$ cat config.mk
export PLATFORM = sky130hd
export DESIGN_NAME = cs_burst_timer
export DESIGN_NICKNAME = d
export VERILOG_FILES = /design/src/rtl/cs_timer_pkg.sv /design/src/rtl/cs_time_scaler.sv /design/src/rtl/cs_phase_counter.sv /design/src/rtl/cs_strobe_gen.sv /design/src/rtl/cs_burst_timer.sv
export SDC_FILE = /design/constraint.sdc
export NUM_CORES = 1
export LEC_CHECK = 0
export ABC_AREA = 1
export ABC_CLOCK_PERIOD_IN_PS = 6400
export BUFFER_PORTS_ARGS = -buffer_cell sky130_fd_sc_hd__buf_2
export CAP_MARGIN = 20
export CORE_AREA = 3 3 110 112
export DETAILED_ROUTE_END_ITERATION = 10
export DIE_AREA = 0 0 113 115
export PLACE_DENSITY = 0.6
export SLEW_MARGIN = 20
export SYNTH_ARGS = -nofsm -noshare
export SYNTH_HDL_FRONTEND = slang
export SYNTH_SLANG_ARGS = --single-unit
$ cat constraint.sdc
create_clock -name clk -period 6.4 [get_ports clk]
set_input_delay 0.96 -clock clk [delete_from_list [all_inputs] [get_ports clk]]
set_output_delay 0.96 -clock clk [all_outputs]
set_load 0.05 [all_outputs]
$ cat src/rtl/cs_timer_pkg.sv
package cs_timer_pkg;

   // index of each timing field in the captured configuration array
   localparam int unsigned IX_CS_ON   = 0;
   localparam int unsigned IX_CS_OFF  = 1;
   localparam int unsigned IX_OE_ON   = 2;
   localparam int unsigned IX_OE_OFF  = 3;
   localparam int unsigned IX_RD      = 4;
   localparam int unsigned IX_PAGE    = 5;
   localparam int unsigned NUM_FIELDS = 6;

   // number of data beats for one access
   function automatic logic [4:0] beat_count(input logic en, input logic [1:0] code);
      logic [4:0] n;
      if (!en) begin
         n = 5'd1;
      end else begin
         case (code)
            2'b00:   n = 5'd1;
            2'b01:   n = 5'd4;
            2'b10:   n = 5'd8;
            default: n = 5'd16;
         endcase
      end
      return n;
   endfunction

endpackage

$ cat src/rtl/cs_time_scaler.sv
module cs_time_scaler #(
   parameter int unsigned TW      = 5,
   parameter int unsigned CW      = TW + 3,
   parameter bit          GRAN_EN = 1'b1
) (
   input  logic [TW-1:0] raw_i,
   input  logic          gran_i,
   output logic [CW-1:0] eff_o
);

   if (CW < TW + 1) begin : g_cw_bad
      $error("cs_time_scaler: CW must exceed TW");
   end

   if (GRAN_EN) begin : g_gran
      assign eff_o = gran_i ? CW'({raw_i, 1'b0}) : CW'(raw_i);
   end else begin : g_plain
      logic unused_gran;
      assign unused_gran = gran_i;
      assign eff_o       = CW'(raw_i);
   end

endmodule

$ cat src/rtl/cs_phase_counter.sv
module cs_phase_counter #(
   parameter int unsigned CW     = 8,
   parameter int unsigned BEAT_W = 5
) (
   input  logic              clk,
   input  logic              rst_n,
   input  logic              start_i,
   input  logic [CW-1:0]     rd_i,
   input  logic [CW-1:0]     page_i,
   input  logic [CW-1:0]     lim_i,
   input  logic [BEAT_W-1:0] beats_i,
   output logic              active_o,
   output logic [CW-1:0]     cnt_o,
   output logic [BEAT_W-1:0] rem_o,
   output logic              capture_o,
   output logic              done_o
);

   logic              active_q;
   logic [CW-1:0]     cnt_q;
   logic [CW-1:0]     pcnt_q;
   logic [BEAT_W-1:0] rem_q;
   logic              cap_q;
   logic              done_q;

   logic at_rd, cap_now, last_beat, frozen, at_end;

   always_comb begin
      at_rd     = active_q && (cnt_q == rd_i);
      cap_now   = at_rd && (pcnt_q == '0) && (rem_q != '0);
      last_beat = cap_now && (rem_q == BEAT_W'(1));
      frozen    = at_rd && (rem_q != '0) && !last_beat;
      at_end    = active_q && (cnt_q == lim_i);
   end

   always_ff @(posedge clk or negedge rst_n) begin
      if (!rst_n) begin
         active_q <= 1'b0;
         cnt_q    <= '0;
         pcnt_q   <= '0;
         rem_q    <= '0;
         cap_q    <= 1'b0;
         done_q   <= 1'b0;
      end else begin
         done_q <= 1'b0;
         cap_q  <= cap_now;
         if (!active_q) begin
            if (start_i) begin
               active_q <= 1'b1;
               cnt_q    <= '0;
               pcnt_q   <= '0;
               rem_q    <= beats_i;
            end
         end else if (at_end) begin
            active_q <= 1'b0;
            done_q   <= 1'b1;
         end else begin
            if (cap_now) begin
               rem_q <= rem_q - BEAT_W'(1);
            end
            if (frozen) begin
               pcnt_q <= (pcnt_q == page_i - CW'(1)) ? '0 : pcnt_q + CW'(1);
            end else begin
               cnt_q  <= cnt_q + CW'(1);
               pcnt_q <= '0;
            end
         end
      end
   end

   assign active_o  = active_q;
   assign cnt_o     = cnt_q;
   assign rem_o     = rem_q;
   assign capture_o = cap_q;
   assign done_o    = done_q;


   freeze_hold_chk: assert property (@(posedge clk) disable iff (!rst_n)
      frozen |=> (cnt_q == $past(cnt_q)));


   beats_monotonic_chk: assert property (@(posedge clk) disable iff (!rst_n)
      (active_q && $past(active_q)) |-> (rem_q <= $past(rem_q)));


   cnt_bound_chk: assert property (@(posedge clk) disable iff (!rst_n)
      active_q |-> (cnt_q <= lim_i));


   done_single_chk: assert property (@(posedge clk) disable iff (!rst_n)
      done_q |=> !done_q);

endmodule

$ cat src/rtl/cs_strobe_gen.sv
module cs_strobe_gen #(
   parameter int unsigned CW     = 8,
   parameter int unsigned BEAT_W = 5
) (
   input  logic              clk,
   input  logic              rst_n,
   input  logic              active_i,
   input  logic [CW-1:0]     cnt_i,
   input  logic [BEAT_W-1:0] rem_i,
   input  logic              hold_en_i,
   input  logic [CW-1:0]     on_i,
   input  logic [CW-1:0]     off_i,
   output logic              strobe_n_o
);

   logic in_window, beats_pending, assert_now;
   logic strobe_n_q;

   always_comb begin
      in_window     = cnt_i < off_i;
      beats_pending = hold_en_i && (rem_i != '0);
      assert_now    = active_i && (cnt_i >= on_i) && (in_window || beats_pending);
   end

   always_ff @(posedge clk or negedge rst_n) begin
      if (!rst_n) begin
         strobe_n_q <= 1'b1;
      end else begin
         strobe_n_q <= ~assert_now;
      end
   end

   assign strobe_n_o = strobe_n_q;

endmodule

$ cat src/rtl/cs_burst_timer.sv
module cs_burst_timer
   import cs_timer_pkg::*;
#(
   parameter int unsigned TW      = 5,
   parameter int unsigned BEAT_W  = 5,
   parameter bit          GRAN_EN = 1'b1
) (
   input  logic          clk,
   input  logic          rst_n,
   input  logic          start_i,
   input  logic [TW-1:0] cs_on_i,
   input  logic [TW-1:0] cs_off_i,
   input  logic [TW-1:0] oe_on_i,
   input  logic [TW-1:0] oe_off_i,
   input  logic [TW-1:0] rd_time_i,
   input  logic [TW-1:0] page_time_i,
   input  logic          burst_en_i,
   input  logic [1:0]    page_code_i,
   input  logic          gran_i,
   output logic          cs_n_o,
   output logic          oe_n_o,
   output logic          capture_o,
   output logic          busy_o,
   output logic          done_o
);

   localparam int unsigned CW = TW + 3;

   if (TW < 2 || TW > 12) begin : g_tw_bad
      $error("cs_burst_timer: TW out of range");
   end
   if (BEAT_W < 5) begin : g_beat_bad
      $error("cs_burst_timer: BEAT_W too narrow for 16 beats");
   end

   logic [TW-1:0]     raw_d [NUM_FIELDS];
   logic [TW-1:0]     raw_q [NUM_FIELDS];
   logic [CW-1:0]     eff   [NUM_FIELDS];
   logic [BEAT_W-1:0] beats_q;
   logic              gran_q;
   logic              busy;
   logic              accept;

   assign raw_d[IX_CS_ON]  = cs_on_i;
   assign raw_d[IX_CS_OFF] = cs_off_i;
   assign raw_d[IX_OE_ON]  = oe_on_i;
   assign raw_d[IX_OE_OFF] = oe_off_i;
   assign raw_d[IX_RD]     = rd_time_i;
   assign raw_d[IX_PAGE]   = page_time_i;

   assign accept = start_i && !busy;

   always_ff @(posedge clk or negedge rst_n) begin
      if (!rst_n) begin
         for (int i = 0; i < NUM_FIELDS; i++) raw_q[i] <= '0;
         beats_q <= '0;
         gran_q  <= 1'b0;
      end else if (accept) begin
         for (int i = 0; i < NUM_FIELDS; i++) raw_q[i] <= raw_d[i];
         beats_q <= BEAT_W'(beat_count(burst_en_i, page_code_i));
         gran_q  <= gran_i;
      end
   end

   for (genvar g = 0; g < NUM_FIELDS; g++) begin : g_scale
      cs_time_scaler #(.TW(TW), .CW(CW), .GRAN_EN(GRAN_EN)) u_scale (
         .raw_i  (raw_q[g]),
         .gran_i (gran_q),
         .eff_o  (eff[g])
      );
   end

   logic [CW-1:0] page_eff;
   logic [CW-1:0] span_max;
   logic [CW-1:0] lim;

   always_comb begin
      page_eff = (eff[IX_PAGE] == '0) ? CW'(1) : eff[IX_PAGE];
      span_max = eff[IX_RD] + CW'(1);
      if (eff[IX_CS_OFF] > span_max) span_max = eff[IX_CS_OFF];
      if (eff[IX_OE_OFF] > span_max) span_max = eff[IX_OE_OFF];
      lim = span_max + CW'(1);
   end

   logic [CW-1:0]     cnt;
   logic [BEAT_W-1:0] rem;
   logic              hold_en;

   assign hold_en = beats_q > BEAT_W'(1);

   cs_phase_counter #(.CW(CW), .BEAT_W(BEAT_W)) u_phase (
      .clk       (clk),
      .rst_n     (rst_n),
      .start_i   (accept),
      .rd_i      (eff[IX_RD]),
      .page_i    (page_eff),
      .lim_i     (lim),
      .beats_i   (BEAT_W'(beat_count(burst_en_i, page_code_i))),
      .active_o  (busy),
      .cnt_o     (cnt),
      .rem_o     (rem),
      .capture_o (capture_o),
      .done_o    (done_o)
   );

   cs_strobe_gen #(.CW(CW), .BEAT_W(BEAT_W)) u_cs_strobe (
      .clk        (clk),
      .rst_n      (rst_n),
      .active_i   (busy),
      .cnt_i      (cnt),
      .rem_i      (rem),
      .hold_en_i  (hold_en),
      .on_i       (eff[IX_CS_ON]),
      .off_i      (eff[IX_CS_OFF]),
      .strobe_n_o (cs_n_o)
   );

   cs_strobe_gen #(.CW(CW), .BEAT_W(BEAT_W)) u_oe_strobe (
      .clk        (clk),
      .rst_n      (rst_n),
      .active_i   (busy),
      .cnt_i      (cnt),
      .rem_i      (rem),
      .hold_en_i  (hold_en),
      .on_i       (eff[IX_OE_ON]),
      .off_i      (eff[IX_OE_OFF]),
      .strobe_n_o (oe_n_o)
   );

   assign busy_o = busy;


   done_idle_strobes_chk: assert property (@(posedge clk) disable iff (!rst_n)
      done_o |-> (cs_n_o && oe_n_o));


   cs_fall_busy_chk: assert property (@(posedge clk) disable iff (!rst_n)
      $fell(cs_n_o) |-> busy_o);


   capture_busy_chk: assert property (@(posedge clk) disable iff (!rst_n)
      capture_o |-> busy_o);


   done_after_busy_chk: assert property (@(posedge clk) disable iff (!rst_n)
      $rose(done_o) |-> $fell(busy_o));

endmodule

# After elaboration in Yosys (flattened, before gate mapping)
# Index checks and enable logic that the tools add are counted.
[classes]
addsub = 6
order_cmp = 7
n_eq_ne = 9
mux = 28
n_bitwise = 2
reduce_logical = 25
[op_table]
columns = ["cell", "count"]
rows = [
  ["two-way mux 8 bit", 11],
  ["two-way mux 6 bit", 6],
  ["adder 8 x 1 -> 8 bit, second input constant", 4],
  ["two-way mux 5 bit", 5],
  ["== test 8 bit", 2],
  ["greater-or-equal comparator 8 x 6 -> 1 bit", 2],
  ["greater-than comparator 8 bit", 2],
  ["logical NOT 8 bit", 2],
  ["< comparator 8 x 6 -> 1 bit", 2],
  ["case mux 5 bit (3 select lines)", 1],
  ["logical AND 1 bit", 13],
  ["== test 8 x 6 -> 1 bit", 1],
  ["subtractor 8 x 1 -> 8 bit, second input constant", 1],
  ["!= test 2 bit, second input constant", 3],
  ["AND reduction 3 bit", 2],
  ["== test 5 x 1 -> 1 bit, second input constant", 1],
  ["greater-than comparator 5 x 1 -> 1 bit, second input constant", 1],
  ["two-way mux 1 bit", 5],
  ["nonzero test 5 bit", 1],
  ["subtractor 5 x 1 -> 5 bit, second input constant", 1],
  ["== test 2 x 1 -> 1 bit, second input constant", 1],
  ["== test 2 bit, second input constant", 1],
  ["logical NOT 1 bit", 2],
  ["logical NOT 2 bit", 1],
  ["4 further kinds", 6],
]
[word_totals]
register_bits = 62
input_bits = 37
out_inout_bits = 5
word_cells = 93

# Longest topological paths before layout
# Gate-level depths: netlist (run 1).
[depth]
depth_word = 11
mapped_depth = 44
depth_no_buf = 42

# Modules after synthesis
# Synthesis (run 1) repeated with hierarchy kept, for this count alone.
[unflattened]
hier_cells = 924
area_unflattened_um2 = 5899.4
[modules_own_cells]
columns = ["mod", "n_inst", "cells_each", "area_per_inst_um2", "seq_area_each_um2"]
rows = [
  ["cs_burst_timer", 1, 322, 2379.8, 850.8],
  ["cs_phase_counter", 1, 332, 2110.8, 600.6],
  ["cs_strobe_gen", 2, 75, 456.7, 26.3],
  ["cs_time_scaler", 6, 20, 82.6, 0.0],
]

# Worst setup path before layout (run 1)
# No wires, ideal clock.
[synth_timing]
path_type = "register to register"
start = "reg gran_q"
end = "reg u_phase.pcnt_q[6]"
setup_time_ns = 0.074
t_arrival_ns = 4.436
required_ns = 6.326
setup_slack_ns = 1.890
stages_incl_launch_ff = 42
path_buffers = 2
period_less_slack_ns = 4.510
path_cell_list = "dfrtp_1 -> buf_6 -> inv_6 -> nand2_4 -> inv_2 -> nand2_2 -> nor2_4 -> inv_1 -> nand2_1 -> nand2_1 -> ha_1 -> nand2_1 -> inv_1 -> nand2_1 -> nand2_1 -> nand2_1 -> nand2_4 -> nand2_4 -> [... 6 more ...] -> nand2_1 -> nand2_1 -> clkinv_1 -> nand3_1 -> nand2_2 -> ha_1 -> inv_1 -> nor2_1 -> nor3b_1 -> nand3_1 -> nor2_1 -> nand2_1 -> nor2_4 -> nand2_4 -> nand2_4 -> buf_12 -> nand2_2 -> o21ai_2"
[synth_between]
elab_chain_len = 11
elab_cells_between_ends = 30
classes_between = "3 x add/sub; 2 x order compare; 4 x eq/ne; 11 x mux; 10 x reduce/logical"
[synth_lines]
columns = ["element", "line_no", "source"]
rows = [
  ["start, declared", "cs_burst_timer.sv:40", "logic gran_q;"],
  ["start signal, assigned", "cs_burst_timer.sv:61", "gran_q <= gran_i;"],
  ["two-way mux 6 bit", "cs_time_scaler.sv:16", "assign eff_o = gran_i ? CW'({raw_i, 1'b0}) : CW'(raw_i);"],
  ["adder 8 x 1 -> 8 bit or == test 8 x 6 -> 1 bit (tied branches)", "cs_burst_timer.sv:79, cs_phase_counter.sv:29", ""],
  ["greater-than comparator 8 bit or logical AND 1 bit (tied branches)", "cs_burst_timer.sv:80, cs_phase_counter.sv:29", ""],
  ["two-way mux 8 bit or logical AND 1 bit (tied branches)", "cs_burst_timer.sv:80, cs_phase_counter.sv:30", ""],
  ["greater-than comparator 8 bit or logical AND 1 bit (tied branches)", "cs_burst_timer.sv:81, cs_phase_counter.sv:30", ""],
  ["two-way mux 8 bit or logical AND 1 bit (tied branches)", "cs_burst_timer.sv:81, cs_phase_counter.sv:31", ""],
  ["adder 8 x 1 -> 8 bit or logical NOT 1 bit (tied branches)", "cs_burst_timer.sv:82, cs_phase_counter.sv:32", ""],
  ["== test 8 bit or logical AND 1 bit (tied branches)", "cs_phase_counter.sv:33, cs_phase_counter.sv:32", ""],
  ["logical AND 1 bit or two-way mux 8 bit (tied branches)", "cs_phase_counter.sv:33, cs_phase_counter.sv:61", ""],
  ["!= test 2 bit (no line) or two-way mux 8 bit (tied branches)", "-", ""],
  ["AND reduction 2 bit (no line) or two-way mux 8 bit (tied branches)", "-", ""],
  ["end signal, assigned", "cs_phase_counter.sv:62", "pcnt_q <= (pcnt_q == page_i - CW'(1)) ? '0 : pcnt_q + CW'(1);"],
  ["end, declared", "cs_phase_counter.sv:21", "logic [CW-1:0] pcnt_q;"],
]
# Several ways; a longest one is shown, not always the timed one. The select of a mux whose other input is x is not followed.
# A chain may end at the register's enable or synchronous reset.

# Final worst setup path (run 1)
[layout_timing]
start = "reg gran_q"
end = "reg u_phase.pcnt_q[1]"
# The elaborated chain is that of the path after synthesis.

==> results of run 1 <==
synthesized netlist by cell type (all sizes together):
library cell  count
nand2           253
inv              93
o21ai            63
dfrtp            58
nand3            51
ha               41
nor2             40
nand4            24
a21oi            19
clkbuf           13
buf               9
nor3              9
or2               8
o211ai            6
xor2              6
nor4              5
a31oi             3
clkinv            3
nor3b             3
o2111ai           3
o21bai            3
xnor2             3
a21o              2
dfstp             2
mux2i             2
a2111o            1
and3              1
nand3b            1
o31ai             1
per-stage QoR:
step	hold slack (ns)	std cells	utilization, %
floorplan	0.442	726	-
global placement	0.456	890	46.7
detailed placement	0.466	890	46.7
CTS	0.478	906	49.0
global route	0.517	906	49.0
finish	0.478	906	49.0
worst register-to-register path: cells and delay by family (launching register included):
kind,cells,cell delay (ns)
adder cells (fa/ha/maj),3,0.89
AO/OA/AOI/OAI,3,0.29
flip-flops,1,0.65
AND/OR/NAND/NOR,27,2.85
buffers and inverters,6,0.84
layer usage:
layer | wire length (um) | global-route usage (%)
met1 | 5900 | 26.9
met2 | 6130 | 34.2
met3 | 592 | 3.47
met4 | 182 | 6.57
met5 | 0 | 0
path summary, 6_finish.rpt:
check | cells past startpoint | startpoint | end
max in group asynchronous | 2 | rst_n | raw_q[3]
min | 2 | u_phase.rem_o[4] | u_phase.rem_o[4]
max reg2reg | 39 | gran_q | u_phase.pcnt_q[1]
min in group asynchronous | 2 | rst_n | raw_q[10]
max | 39 | gran_q | u_phase.pcnt_q[1]
min reg2reg | 2 | u_phase.rem_o[4] | u_phase.rem_o[4]
registers in the layout (all words and copies together) (netlist names), 3 cells and up:
signal and flops:
raw_q 30, u_phase.rem_o 5, u_phase.pcnt_q 8, beats_q 3, u_phase.cnt_o 8
cells in the final DEF, fill, tap and decap left out, types with 8 or more instances in the layout:
cell         n
nand3_1     44
inv_1       90
clkbuf_16    9
dfrtp_1     58
o21ai_0     53
nand2_1    235
nor2_1      35
nor3_1       9
buf_2       41
ha_1        41
or2_2        8
o21ai_2      8
a21oi_1     19
nand2_2     12
nand4_1     24
logic make-up (layout without fill, tap and decap cells):
kind of cell,after synthesis,after routing,share of synthesized area (%)
and+or+nand+nor,395,395,36.2
buffers and inverters,118,155,9.63
AOI/OAI and AO/OA,101,101,11.8
DFF,60,60,30.1
adders and majority gates,41,41,10.3
xor gates and xnor gates,9,9,1.58
muxes,2,2,0.401
final cells by class:
| type | instances | share of cell area [%] |
|---|---|---|
| clock buffer | 14 | 4.58 |
| clock inverter | 2 | 0.180 |
| inverter | 96 | 6.59 |
| timing repair buffer | 43 | 3.97 |
| sequential | 60 | 27.1 |
| tap | 143 | 3.23 |
| multi-input combinational | 548 | 54.3 |
==> run metrics, run 1 <==
Tmin final 5.59 ns; IO buf count 41; Slew Viols, Final 0; required time of the critical path 6.65 ns; CTS tree done; layout cell share with drive strength beyond 1 13.9%; die width 113 um; Layout Nets 836; MaxCap Viol Count 0; FF/Latch Area 1500 um2; maximum net fanout on the critical path 26; Slowest-stage cell, CP dfrtp_1; die height 115 um; Max Root-Sink Buffers 2; CP Buf/Inv Count 6; first-pass GRT wire length 21600 um; YS warnings 0; Final ANT Viol Nets 0; Synth area leader dfrtp_1; Clk pin slew, worst setup/hold paths 0.05 ns; Non-Filler Cell Area, Final 5550 um2; Mapped Nets 804; gpl congestion 0.964; pre-CTS setup slack 0.865 ns; nature of the critical path startpoint register; Clock Latency Late Sink 0.33 ns; GR Overflow Total 0; post-synth cell types 41; Core ar. 11300 um2; H-tree depth 3; Post-CTS Setup Repair Bufs 0; Detailed Routing Iterations Pass 1 5; TritonCTS Sinks 60; DR iter-0 viols 347; worst path arrival time 5.85 ns; Die ar. 13000 um2; Avg WL per Cell 14.1 um; Detail Placement HPWL 9710 um; Rows 39; DP Area 5280 um2; detailed-route wire length 12800 um; final hold violations 0; Mapped Avg Cell Area 6.87 um2; Hold WC Path Type reg -> reg; I/O pins 42; Mapped Cells 726; final worst path period share 87.4%; starting density of the core 44.1%; Antenna diodes 0; status finished clean; area grow syn2layout 11.1%; Top delay family on crit path simple AND/OR/NAND/NOR gates; top-area cell type share of the netlist area 29.1%; Seq/Total Area, Yosys 30.1%; GRT Overall Usage 20.4%; Max-slew headroom 35.8%; Fillers 1180; hold buffer count at CTS 0; initial antenna violation count 0; Critical Path Sink Type register; fmax 0.179 GHz; Tightest Pin Transition 0.960 ns; largest net degree at the start of global routing 61; Cell Area, Synth 4990 um2; worst stage delay on the critical path 0.65 ns; Post-CTS Resized 0; drt drc 0; multi-input logic area 3010 um2; via/cell ratio 5.29; Num CTS Buffers 9; CP most frequent cell nand2_1; vias 4794; final setup fails 0; critical path class reg -> reg; clk_skew 0.00493 ns; vias in the first global route 4589; flop2flop setup slack 0.81 ns; root buffer cell clkbuf_16; setup tns final 0 ns; RSZ-0062 raised after global routing false; synthesized flop and latch total 60; final setup margin 0.807 ns; ranking of synthesized cells by area dfrtp_1 (29%), nand2_1 (18%), ha_1 (10%)
Power of run 1 is not shown: default switching activity piles up to over one toggle a cycle in this logic, so the estimate is an artifact.
==> run 2, diff against run 1 <==
Settings changed: ABC_CLOCK_PERIOD_IN_PS 6400 to 5000, PLACE_DENSITY 0.6 to 0.62.
Clock period 6.4 ns to 5 ns, I/O delays scaled along.
==> run 2 against run 1 <==
Via count increased by 0.27%. Final area rose by 5.1%. Cell count increased by 1.5%. Wire length increased by 3.8%. Global-route usage is 0.80 points higher. Sequential share of layout area down 1.3 points. First-iteration DRC count fell by 20%.
==> run metrics, run 2 (synthesis gave the netlist of run 1 again) <==
die width 113 um; vias in the first global route 4570; DR iter-0 viols 276; max reg flops 30; MaxCap Viol Count 0; GRT busiest layer met2; Max-slew headroom 42.9%; first-pass GRT wire length 22300 um; H-tree depth 3; Detailed Routing Iterations Pass 1 5; status finished clean; Rows 39; maximum net fanout on the critical path 8; layout cell share with drive strength beyond 1 17.8%; Clk pin slew, worst setup/hold paths 0.06 ns; met1 Use GR 28.9%; worst stage delay on the critical path 0.46 ns; detailed-route wire length 13300 um; RSZ-0062 raised after global routing false; GR Overflow Total 0; starting density of the core 44.1%; vias 4807; final setup fails 0; Antenna diodes 0; setup tns final 0 ns; Critical Path Sink Type register; area grow syn2layout 16.7%; clk_skew 0.00804 ns; met3 Usage GRT 3.53%; Hold WC Path Type in -> async; Tightest Pin Transition 0.854 ns; required time of the critical path 5.22 ns; Core ar. 11300 um2; Num CTS Buffers 9; hold buffer count at CTS 0; nature of the critical path startpoint register; gpl congestion 1.01; initial antenna violation count 0; Tmin final 4.64 ns; Max Root-Sink Buffers 2; final hold violations 0; I/O pins 42; TritonCTS Sinks 60; Final ANT Viol Nets 0; met2 GRT Util 34.6%; commonest non-fill, non-tap cell in the layout nand2_1; largest net degree at the start of global routing 57; Clock Latency Late Sink 0.33 ns; CTS tree done; final worst path period share 92.8%; Slowest-stage cell, CP dfrtp_2; Detail Placement HPWL 9740 um; worst path arrival time 4.86 ns; Avg WL per Cell 14.4 um; root buffer cell clkbuf_16; drt drc 0; Top reg by flops raw_q; GRT Overall Usage 21.2%; most frequent cells in the layout nand2_1 (232), inv_1 (88), dfrtp_1 (57); CP most frequent cell nand2_1; critical path class reg -> reg; fmax 0.215 GHz; die height 115 um; IO buf count 41; Layout Nets 850; via/cell ratio 5.23; Slew Viols, Final 0; Die ar. 13000 um2
==> run 2: changes by cell type in the layout (fill, tap and decap cells not counted), sizes merged <==
cell | previous run | this run
buf | 43 | 53
nand2 | 253 | 256
clkinvlp | 0 | 2
clkbuf | 14 | 12
bufinv | 0 | 2
inv | 93 | 94
clkinv | 5 | 3
==> run 2: cell type report <==
cell class / count / area, um2
inverters: 96 / 365
multi-input cells: 551 / 3140
well taps: 143 / 179
fillers: 1119 / 5490
clock buffers: 11 / 253
repair buffers: 54 / 304
clock inverters: 5 / 83.8
flip-flops and latches: 60 / 1510
==> run 2: final timing paths <==
path                       depth (start not counted)              from               end  slack, ns
max                                               39            gran_q  u_phase.cnt_o[3]       0.36
min                                                1             rst_n         raw_q[24]       0.23
max reg2reg                                       39            gran_q  u_phase.cnt_o[3]       0.36
min reg2reg                                        2  u_phase.rem_o[4]  u_phase.rem_o[4]       0.48
max in group asynchronous                          2             rst_n            gran_q       3.79
min in group clk                                   2  u_phase.rem_o[4]  u_phase.rem_o[4]       0.48
==> run 2: critical path, delay by kind of cell (launching register included) <==
| kind | cells | cell delay, ns |
|---|---|---|
| adder cells (fa/ha/maj) | 3 | 0.83 |
| flip-flops | 1 | 0.46 |
| buffers and inverters | 7 | 0.64 |
| AND/OR/NAND/NOR | 27 | 2.38 |
| AO/OA/AOI/OAI | 2 | 0.23 |
==> run 2: layer usage <==
metal / vias to the layer above / part of all wire, % / wire length, um
li1: 2467 / - / -
met1: 2192 / 47 / 6300
met2: 129 / 46 / 6100
met3: 19 / 5.0 / 659
met4: 0 / 1.8 / 236
met5: - / 0 / 0
==> run 2: what timing repair did <==
item | 4_1_cts | 5_1_grt
gates resized for setup | 0 | 26
endpoints found under the setup margin | 0 | 23
buffers inserted | 0 | 5
==> run 2: through the flow <==
step	setup WS, ns	hold slack (ns)	cell area [um2]	instances	util (%)
6_report	0.358	0.225	5830	920	51.5
5_1_grt	0.00855	0.226	5830	920	51.5
4_1_cts	0.000583	0.221	5660	912	50.0
3_5_place_dp	0.0893	0.467	5330	896	47.1
3_3_place_gp	0.191	0.461	5330	896	47.1
2_1_floorplan	0.490	0.442	4990	726	-
Power of run 2 is left out for the same reason.
==> run 3, diff against run 2 <==
Settings changed: CTS_BUF_LIST set to sky130_fd_sc_hd__clkbuf_2, PLACE_DENSITY 0.62 to not set, PLACE_DENSITY_LB_ADDON set to 0.12.
==> run 3 against run 2 <==
Worst setup slack got worse by 0.076 ns. Maximum frequency is 1.6% lower. Cell count increased by 1.3%. Sequential cell count unchanged. Largest cell class unchanged. Wire length increased by 5.8%. Count of clock-buffer cells in the layout increased by 1.
==> run metrics, run 3 (synthesis gave the netlist of run 1 again) <==
status finished clean; gpl congestion 0.862; clk_skew 0.0199 ns; Clock Latency Late Sink 0.51 ns; dpl cells 894; GRT Overall Usage 21.2%; drt drc 0; Hold WC Path Type in -> async; maximum net fanout on the critical path 8; GR Overflow Total 0; final setup margin 0.282 ns; critical path class reg -> reg; fmax 0.212 GHz; pre-CTS setup slack 0.0705 ns; Layout Nets 862; Die ar. 13000 um2; via/cell ratio 5.36; final hold violations 0; die height 115 um; Slowest-stage cell, CP dfrtp_2; final setup fails 0; most frequent cells in the layout nand2_1 (220), inv_1 (86), dfrtp_1 (57); final worst path period share 94.4%; detailed-route wire length 14100 um; non-filler cells, final 932; Num CTS Buffers 9; IO buf count 41; root buffer cell clkbuf_2; Final ANT Viol Nets 0; required time of the critical path 5.47 ns; I/O pins 42; DR iter-0 viols 274; Tmin final 4.72 ns; H-tree depth 3; setup tns final 0 ns; initial antenna violation count 0; Fillers 1102; first-pass GRT wire length 22400 um; Detailed Routing Iterations Pass 1 5; Clk pin slew, worst setup/hold paths 0.18 ns; vias in the first global route 4904; layout cell share with drive strength beyond 1 21.9%; hold buffer count at CTS 0; die width 113 um; Rows 39; worst stage delay on the critical path 0.49 ns; final core area utilization 52.4%; commonest non-fill, non-tap cell in the layout nand2_1; max reg flops 30; MaxCap Viol Count 0; vias 4992; CTS tree done; starting density of the core 44.1%; Core ar. 11300 um2; Slew Viols, Final 0; worst path arrival time 5.18 ns; CP most frequent cell nand2_1; Antenna diodes 0; nature of the critical path startpoint register; area grow syn2layout 18.8%; Avg WL per Cell 15.1 um; Tightest Pin Transition 0.973 ns; Max-slew headroom 35.0%; Critical Path Sink Type register; largest net degree at the start of global routing 61; Top reg by flops raw_q; Detail Placement HPWL 9810 um; Max Root-Sink Buffers 2; TritonCTS Sinks 60
run 3: per-layer routing:
metal	share of wire (%)	vias up	global-route usage, %
li1	-	2488	-
met1	45	2355	27.3
met2	47	114	35.1
met3	4.5	35	3.68
met4	3.0	0	9.70
met5	0	-	0
run 3: critical path: cells and delay by family (launching register included):
family	cells	cell delay (ns)
AND/OR/NAND/NOR	27	2.62
flip-flops	1	0.49
buffers and inverters	7	0.70
AO/OA/AOI/OAI	2	0.18
adder cells (fa/ha/maj)	3	0.65
run 3: cell type report:
type	count	area [um2]	share of cell area, %
multi-input cells	552	3340	56.3
flip-flops and latches	60	1510	25.4
repair buffers	65	457	7.71
inverters	96	370	6.25
well taps	143	179	3.02
clock buffers	12	60.1	1.01
clock inverters	4	17.5	0.296
run 3: final timing paths:
kind	from	end	slack, ns	cells after the start
max in group asynchronous	rst_n	gran_q	4.05	2
worst min-delay path	rst_n	u_phase.done_o	0.37	2
worst max-delay path	gran_q	u_phase.cnt_o[4]	0.28	39
worst min register to register	beats_q[2]	beats_q[2]	0.50	2
worst max register to register	gran_q	u_phase.cnt_o[4]	0.28	39
min in group clk	cs_on_i[1]	raw_q[26]	0.43	3
run 3: timing repair:
item,in CTS,in global routing
buffers inserted,0,15
endpoints found under the setup margin,0,23
gates resized for setup,0,68
run 3: metrics by stage:
stage	instance area (um2)	hold slack (ns)
after floorplan	4990	0.442
after global placement	5330	0.457
after detailed placement	5330	0.464
after CTS	5400	0.385
after global routing	5930	0.397
final	5930	0.370
Power of run 3 is left out for the same reason.
